[src/rtl/cmdbuf_pkg.sv]
`timescale 1ns/1ps
package cmdbuf_pkg;
  localparam int OFF_W = 20;
  localparam logic [7:0] OPC_NOOP    = 8'h00;
  localparam logic [7:0] OPC_DIRECT  = 8'h01;
  localparam logic [7:0] OPC_INDEXED = 8'h09;

  typedef enum logic [1:0] {
    REQ_WRITE  = 2'd0,
    REQ_NOOP   = 2'd1,
    REQ_FINISH = 2'd2,
    REQ_RSVD   = 2'd3
  } req_op_e;

  typedef enum logic [1:0] {
    LAST_OTHER,
    LAST_DIRECT_FULL,
    LAST_INDEXED
  } last_kind_e;

  typedef enum logic [3:0] {
    ST_IDLE, ST_NEW_VAL, ST_NEW_HDR,
    ST_CV_CNT, ST_CV_HDR, ST_CV_OLD, ST_CV_NEW,
    ST_AP_VAL, ST_AP_CNT, ST_AP_PAD, ST_FILL
  } seq_st_e;

  function automatic logic [31:0] mk_hdr(logic [7:0] opc, logic [3:0] be,
                                         logic [OFF_W-1:0] off);
    return {opc, be, off};
  endfunction
endpackage

[src/rtl/cmdbuf_byte_en.sv]
`timescale 1ns/1ps
module cmdbuf_byte_en #(
  parameter int LANES = 4
) (
  input  logic [8*LANES-1:0] mask,
  output logic [LANES-1:0]   be
);
  for (genvar g = 0; g < LANES; g++) begin : g_lane
    assign be[g] = |mask[8*g +: 8];
  end
endmodule

[src/rtl/cmdbuf_ram.sv]
`timescale 1ns/1ps
module cmdbuf_ram #(
  parameter int DEPTH = 64,
  localparam int AW = $clog2(DEPTH)
) (
  input  logic          clk,
  input  logic          we,
  input  logic [AW-1:0] waddr,
  input  logic [31:0]   wdata,
  input  logic [AW-1:0] raddr,
  output logic [31:0]   rdata
);
  logic [31:0] mem [DEPTH];

  always_ff @(posedge clk) begin
    if (we) mem[waddr] <= wdata;
    rdata <= mem[raddr];
  end
endmodule

[src/rtl/cmdbuf_seq.sv]
`timescale 1ns/1ps
module cmdbuf_seq
  import cmdbuf_pkg::*;
#(
  parameter int DEPTH   = 64,
  parameter int LINE_DW = 16,
  localparam int AW = $clog2(DEPTH),
  localparam int PW = $clog2(DEPTH + 1),
  localparam int LW = $clog2(LINE_DW)
) (
  input  logic             clk,
  input  logic             rst,
  input  logic             req_valid,
  output logic             req_ready,
  input  logic [1:0]       req_op,
  input  logic [OFF_W-1:0] req_offset,
  input  logic [31:0]      req_value,
  input  logic [31:0]      req_mask,
  input  logic [3:0]       req_be,
  output logic             we,
  output logic [AW-1:0]    waddr,
  output logic [31:0]      wdata,
  output logic [PW-1:0]    free_pos,
  output logic [PW-1:0]    instr_start,
  output logic             overflow
);
  seq_st_e          st;
  last_kind_e       last_kind;
  logic [PW-1:0]    fp, start;
  logic [OFF_W-1:0] last_off;
  logic [31:0]      last_val, cnt, l_val, l_hdr;
  logic             ovf;

  logic [PW-1:0] fp_even, fp_inc;
  logic          no_room, mrg;

  assign fp_even = fp + PW'(fp[0]);
  assign fp_inc  = fp + PW'(1);
  assign no_room = fp > PW'(DEPTH - 2);
  assign mrg     = (&req_mask) && (fp != '0) && (last_kind != LAST_OTHER) &&
                   (last_off == req_offset);

  always_comb begin
    we    = 1'b1;
    waddr = AW'(fp);
    wdata = '0;
    case (st)
      ST_NEW_VAL: begin waddr = AW'(fp_even);        wdata = l_val; end
      ST_NEW_HDR: begin waddr = AW'(fp);             wdata = l_hdr; end
      ST_CV_CNT:  begin waddr = AW'(start);          wdata = 32'd2; end
      ST_CV_HDR:  begin waddr = AW'(start + PW'(1));
                        wdata = mk_hdr(OPC_INDEXED, 4'h0, last_off); end
      ST_CV_OLD:  begin waddr = AW'(start + PW'(2)); wdata = last_val; end
      ST_CV_NEW:  begin waddr = AW'(start + PW'(3)); wdata = l_val; end
      ST_AP_VAL:  begin waddr = AW'(fp);             wdata = l_val; end
      ST_AP_CNT:  begin waddr = AW'(start);          wdata = cnt; end
      ST_AP_PAD:  begin waddr = AW'(fp);             wdata = '0; end
      ST_FILL:    begin waddr = AW'(fp);             wdata = '0; end
      default:    we = 1'b0;
    endcase
  end

  always_ff @(posedge clk) begin
    if (rst) begin
      st        <= ST_IDLE;
      last_kind <= LAST_OTHER;
      fp        <= '0;
      start     <= '0;
      last_off  <= '0;
      last_val  <= '0;
      cnt       <= '0;
      l_val     <= '0;
      l_hdr     <= '0;
      ovf       <= 1'b0;
    end else begin
      case (st)
        ST_IDLE: if (req_valid) begin
          case (req_op_e'(req_op))
            REQ_WRITE: begin
              l_val <= req_value;
              if (no_room) ovf <= 1'b1;
              else if (mrg && last_kind == LAST_DIRECT_FULL) begin
                cnt       <= 32'd2;
                last_kind <= LAST_INDEXED;
                st        <= ST_CV_CNT;
              end else if (mrg) begin
                cnt <= cnt + 32'd1;
                st  <= ST_AP_VAL;
              end else begin
                l_hdr     <= mk_hdr(OPC_DIRECT, req_be, req_offset);
                last_kind <= (&req_be) ? LAST_DIRECT_FULL : LAST_OTHER;
                last_off  <= req_offset;
                last_val  <= req_value;
                cnt       <= 32'd1;
                st        <= ST_NEW_VAL;
              end
            end
            REQ_NOOP: begin
              if (no_room) ovf <= 1'b1;
              else begin
                l_val     <= '0;
                l_hdr     <= mk_hdr(OPC_NOOP, 4'h0, '0);
                last_kind <= LAST_OTHER;
                st        <= ST_NEW_VAL;
              end
            end
            REQ_FINISH: begin
              last_kind <= LAST_OTHER;
              if (fp[LW-1:0] != '0) st <= ST_FILL;
            end
            default: ;
          endcase
        end
        ST_NEW_VAL: begin start <= fp_even; fp <= fp_even + PW'(1); st <= ST_NEW_HDR; end
        ST_NEW_HDR: begin fp <= fp_inc; st <= ST_IDLE; end
        ST_CV_CNT:  st <= ST_CV_HDR;
        ST_CV_HDR:  st <= ST_CV_OLD;
        ST_CV_OLD:  st <= ST_CV_NEW;
        ST_CV_NEW:  begin fp <= start + PW'(4); st <= ST_IDLE; end
        ST_AP_VAL:  begin fp <= fp_inc; st <= ST_AP_CNT; end
        ST_AP_CNT:  st <= fp[0] ? ST_AP_PAD : ST_IDLE;
        ST_AP_PAD:  st <= ST_IDLE;
        ST_FILL: begin
          fp <= fp_inc;
          if (fp_inc[LW-1:0] == '0) st <= ST_IDLE;
        end
        default: st <= ST_IDLE;
      endcase
    end
  end

  assign req_ready   = (st == ST_IDLE);
  assign free_pos    = fp;
  assign instr_start = start;
  assign overflow    = ovf;
endmodule

[src/rtl/cmdbuf_builder.sv]
`timescale 1ns/1ps
module cmdbuf_builder #(
  parameter int DEPTH      = 64,
  parameter int LINE_BYTES = 64,
  localparam int AW = $clog2(DEPTH),
  localparam int PW = $clog2(DEPTH + 1)
) (
  input  logic          clk,
  input  logic          rst,
  input  logic          req_valid,
  output logic          req_ready,
  input  logic [1:0]    req_op,
  input  logic [19:0]   req_offset,
  input  logic [31:0]   req_value,
  input  logic [31:0]   req_mask,
  input  logic [AW-1:0] rd_addr,
  output logic [31:0]   rd_data,
  output logic [PW-1:0] free_pos,
  output logic [PW-1:0] instr_start,
  output logic          overflow
);
  localparam int LINE_DW = LINE_BYTES / 4;

  logic [3:0]    be;
  logic          we;
  logic [AW-1:0] waddr;
  logic [31:0]   wdata;

  cmdbuf_byte_en #(.LANES(4)) u_be (
    .mask (req_mask),
    .be   (be)
  );

  cmdbuf_seq #(.DEPTH(DEPTH), .LINE_DW(LINE_DW)) u_seq (
    .clk         (clk),
    .rst         (rst),
    .req_valid   (req_valid),
    .req_ready   (req_ready),
    .req_op      (req_op),
    .req_offset  (req_offset),
    .req_value   (req_value),
    .req_mask    (req_mask),
    .req_be      (be),
    .we          (we),
    .waddr       (waddr),
    .wdata       (wdata),
    .free_pos    (free_pos),
    .instr_start (instr_start),
    .overflow    (overflow)
  );

  cmdbuf_ram #(.DEPTH(DEPTH)) u_ram (
    .clk   (clk),
    .we    (we),
    .waddr (waddr),
    .wdata (wdata),
    .raddr (rd_addr),
    .rdata (rd_data)
  );
endmodule

[config.mk]
export PLATFORM = sky130hd
export DESIGN_NAME = cmdbuf_builder
export DESIGN_NICKNAME = d
export VERILOG_FILES = /design/src/rtl/cmdbuf_pkg.sv /design/src/rtl/cmdbuf_byte_en.sv /design/src/rtl/cmdbuf_ram.sv /design/src/rtl/cmdbuf_seq.sv /design/src/rtl/cmdbuf_builder.sv
export SDC_FILE = /design/constraint.sdc
export NUM_CORES = 2
export LEC_CHECK = 0
export ABC_AREA = 1
export BUFFER_PORTS_ARGS = -buffer_cell sky130_fd_sc_hd__buf_2
export CORE_ASPECT_RATIO = 2
export CORE_MARGIN = 5
export CORE_UTILIZATION = 29
export DETAILED_ROUTE_END_ITERATION = 16
export HOLD_SLACK_MARGIN = 0.02
export SKIP_CTS_REPAIR_TIMING = 1
export SLEW_MARGIN = 5
export SYNTH_ARGS = -nofsm -noshare
export SYNTH_HDL_FRONTEND = slang
export SYNTH_SLANG_ARGS = --single-unit
[constraint.sdc]
create_clock -name clk -period 3.9 [get_ports clk]
set_input_delay 0.39 -clock clk [delete_from_list [all_inputs] [get_ports clk]]
set_output_delay 0.39 -clock clk [all_outputs]
set_load 0.02 [all_outputs]
==> results by group <==
Synth
  – Mapped Area: 89,500 µm²
  – Count leader, synth: edfxtp_1
  – Netlist cell types: 49
  – Mapped Nets: 7,598
  – Ys Warns: 0
  – Register area share after synthesis: ~73%
  – Seq cells post-synth: 2,241
  – Top post-synthesis cells by count: edfxtp_1, nor2_1, o21ai_0
  – Async set or reset register ratio after synthesis: 0%
  – Syn avg cell area: ~12 µm²
  – Primary FF master, synth: edfxtp_1
  – Synth area leader: edfxtp_1
  – Top post-synthesis cells by area: edfxtp_1, o21ai_0, nor2_1
  – Syn Inst Count: between 7,000 and 8,000
  – Synth top area share: 68.7%
  – Post-synth EDFFs: 2,048

Floorplan
  – Initial core utilization: 29.1%
  – Die width: just over 400 µm
  – Die area: 321,000 µm²
  – Ports: ~140
  – Core Region: 307,000 µm²
  – Chip Height: around 800 µm
  – Row count: 288

Placement
  – Cell Count Post-Placement: 11,500
  – HPWL after DPL: 178,000 µm
  – Final RePlAce weighted congestion: 0.906
  – PortBufs: 141
  – Pre-CTS setup slack: 0.424 ns

GRT
  – GR peak layer: met2
  – Global Route met3 Usage: slightly above 2%
  – Vias in the first global route: 60,300
  – Met1 track demand over resource: 18.4%
  – First-pass GRT wire length: 402,000 µm
  – GR Util met2: 30.5%
  – Global Route Usage Sum: 16.6%
  – Pin count of the biggest net entering global routing: about 160
  – Gr ovfl total: 0
  – Initial antenna violation count: 16

Clock network
  – CTS Buf Count: between 200 and 250
  – Clock Tree Buf Depth: 4
  – Reg clk slew, reported paths: 0.07 ns
  – Worst skew pair latency: around 0.90 ns
  – Clock sinks: 2,241
  – Clk root buf: clkbuf_16
  – CTS tree: done
  – H-tree depth reported by CTS: 4

Layout
  – Share of cells above drive strength 1: 11.2%
  – Final Net Count: 7,811
  – Fillcell total: 29,800
  – Layout area overhead: 17.7%
  – Post-Layout Cell Count: 11,900

Drt
  – Drt wl/cell: 23.3 µm
  – Residual DRC: 0
  – Detailed Routing Iterations Pass 1: 8
  – Initial DRC Count: ~5,600
  – Via/cell ratio: just over 5
  – Drt total wl: 278,000 µm
  – Vias after detailed routing: 60,900
  – Post-route antenna net violation count: 0

Critical path
  – CP delay by family, top: simple AND/OR/NAND/NOR gates
  – Worst path max stage delay: 0.43 ns
  – CP Cell Sequence: inv_1 -> nand2_1 -> inv_1 -> nand2_1 -> inv_1 -> ha_1 -> ha_1 -> or2_2 -> a32oi_1 -> nand3_1 -> o21ai_1 -> buf_4 -> nand3_1 -> buf_4 -> nor2_4 -> buf_12
  – CP max-delay cell: dfxtp_1
  – Crit path DAT: 4.11 ns
  – Setup crit start kind: flop
  – CP required: 4.47 ns
  – CP Buf/Inv Count: 6
  – Most used cell, CP: inv_1
  – Crit end category: flop
  – Setup CP Type: reg -> reg
  – Max Fanout on Critical Path: 22

STA
  – Tcrit/Tclk final: 90.9%
  – Final setup viols: 0
  – Post-route minimum period: 3.55 ns
  – Final hold vios: 0
  – Fmax: about 280 MHz
  – Slew HR: between 20% and 30%
  – Slew @ Worst Pin: 1.14 ns
  – Final slew viol count: 0
  – RSZ-0062 raised after global routing: no
  – Setup Skew: 0.0690 ns
  – Worst Slack Setup Final: about 0.35 ns

Worst hold path
  – Worst hold path type: in -> reg

Run
  – Max-cap check violation count: 0

Power
  – Max IR drop VDD: 0.000380 V
  – Leakage: 0.0328 µW
  – Pwr per Cell Area: 515 nW/µm²

Outcome
  – Status: finished, final reports clean
## path summary, 6_finish.rpt
path / endpoint / slack [ns] / depth (start not counted) / from
setup / recovery: u_ram.mem[55][14] / 0.35 / 16 / u_seq.st[0]
hold / removal: u_seq.st[3] / 0.04 / 4 / req_op[1]
setup reg to reg: u_ram.mem[55][14] / 0.35 / 16 / u_seq.st[0]
hold reg to reg: u_seq.l_val[25] / 0.46 / 2 / u_seq.l_val[25]
## registers in the layout, summed over array words and instances (netlist names)
signal             cells
u_seq.cnt             32
u_seq.last_kind        2
u_seq.last_val        32
u_seq.last_off        20
u_ram.mem           2048
u_seq.l_hdr           25
u_seq.instr_start      6
u_seq.overflow         1
u_ram.rdata           32
u_seq.l_val           32
u_seq.st               4
u_seq.free_pos         7
## per-stage QoR
step	total power [µW]	hold WS, ns	setup TNS [ns]	area, µm²	util [%]
final	54200	0.0394	0	105000	34.3
after CTS	54500	-0.304	0	105000	34.1
after global placement	34500	0.450	0	98300	32.0
after global routing	56100	0.0478	0	105000	34.3
after detailed placement	34600	0.456	0	98300	32.0
after floorplan	31600	0.440	-165.58	89500	-
## metal layers
metal / part of all wire, % / wire length (µm)
met2: 52 / 145000
met1: 35 / 98300
met4: 6.6 / 18500
met3: 5.8 / 16300
met5: 0.0047 / 13
## tightest hold or removal path: cells and delay by family
family / cells / cell delay [ns]
AOI/OAI and AO/OA: 2 / 0.23
adders and majority gates: 1 / 0.17
buffers and inverters: 1 / 0.12
## where the power goes
| part | internal (µW) | switching (µW) | leakage, µW | total [µW] |
|---|---|---|---|---|
| Sequential | 27500 | 430 | 0.0184 | 27900 |
| Clock | 11100 | 8950 | 0.00317 | 20100 |
| Combinational | 1690 | 4570 | 0.0112 | 6260 |
## layout make-up
type	instances	area, µm²	area share [%]
sequential	2241	65400	62.0
multi-input combinational	4578	22300	21.1
timing repair buffer	511	5460	5.18
clock buffer	248	5410	5.13
tap	4060	5080	4.82
clock inverter	118	1150	1.09
inverter	165	647	0.614
antenna	4	10.0	0.00950
## logic make-up (layout without fill, tap and decap cells)
| logic type | Yosys count | in the layout | share of synthesized area [%] |
|---|---|---|---|
| AND/OR/NAND/NOR | 2735 | 2735 | 12.5 |
| flip-flops | 2241 | 2241 | 73.0 |
| AO/OA/AOI/OAI | 1788 | 1788 | 10.9 |
| buffers and inverters | 670 | 1042 | 2.99 |
| XOR/XNOR | 40 | 40 | 0.391 |
| adder cells (fa/ha/maj) | 14 | 14 | 0.196 |
| other | 1 | 5 | 0.00419 |
## cell usage in the layout (no fill, tap or decap), types with 27 or more instances in the layout
cell type / synthesis / layout
buf_4: 9 / 174
clkinv_2: 0 / 30
clkbuf_1: 343 / 35
dlygate4sd3_1: 0 / 53
nand2_1: 885 / 883
nor2_4: 2 / 66
clkbuf_16: 0 / 208
nand3_1: 502 / 501
o22ai_1: 486 / 486
buf_12: 0 / 144
a21oi_1: 135 / 135
inv_1: 149 / 148
o21ai_0: 1086 / 1086
dfxtp_1: 193 / 193
buf_2: 105 / 136
nor2_1: 1241 / 1174
edfxtp_1: 2048 / 2048
xor2_1: 27 / 27
clkinv_1: 2 / 32
Power figures use the tool's default switching activity.
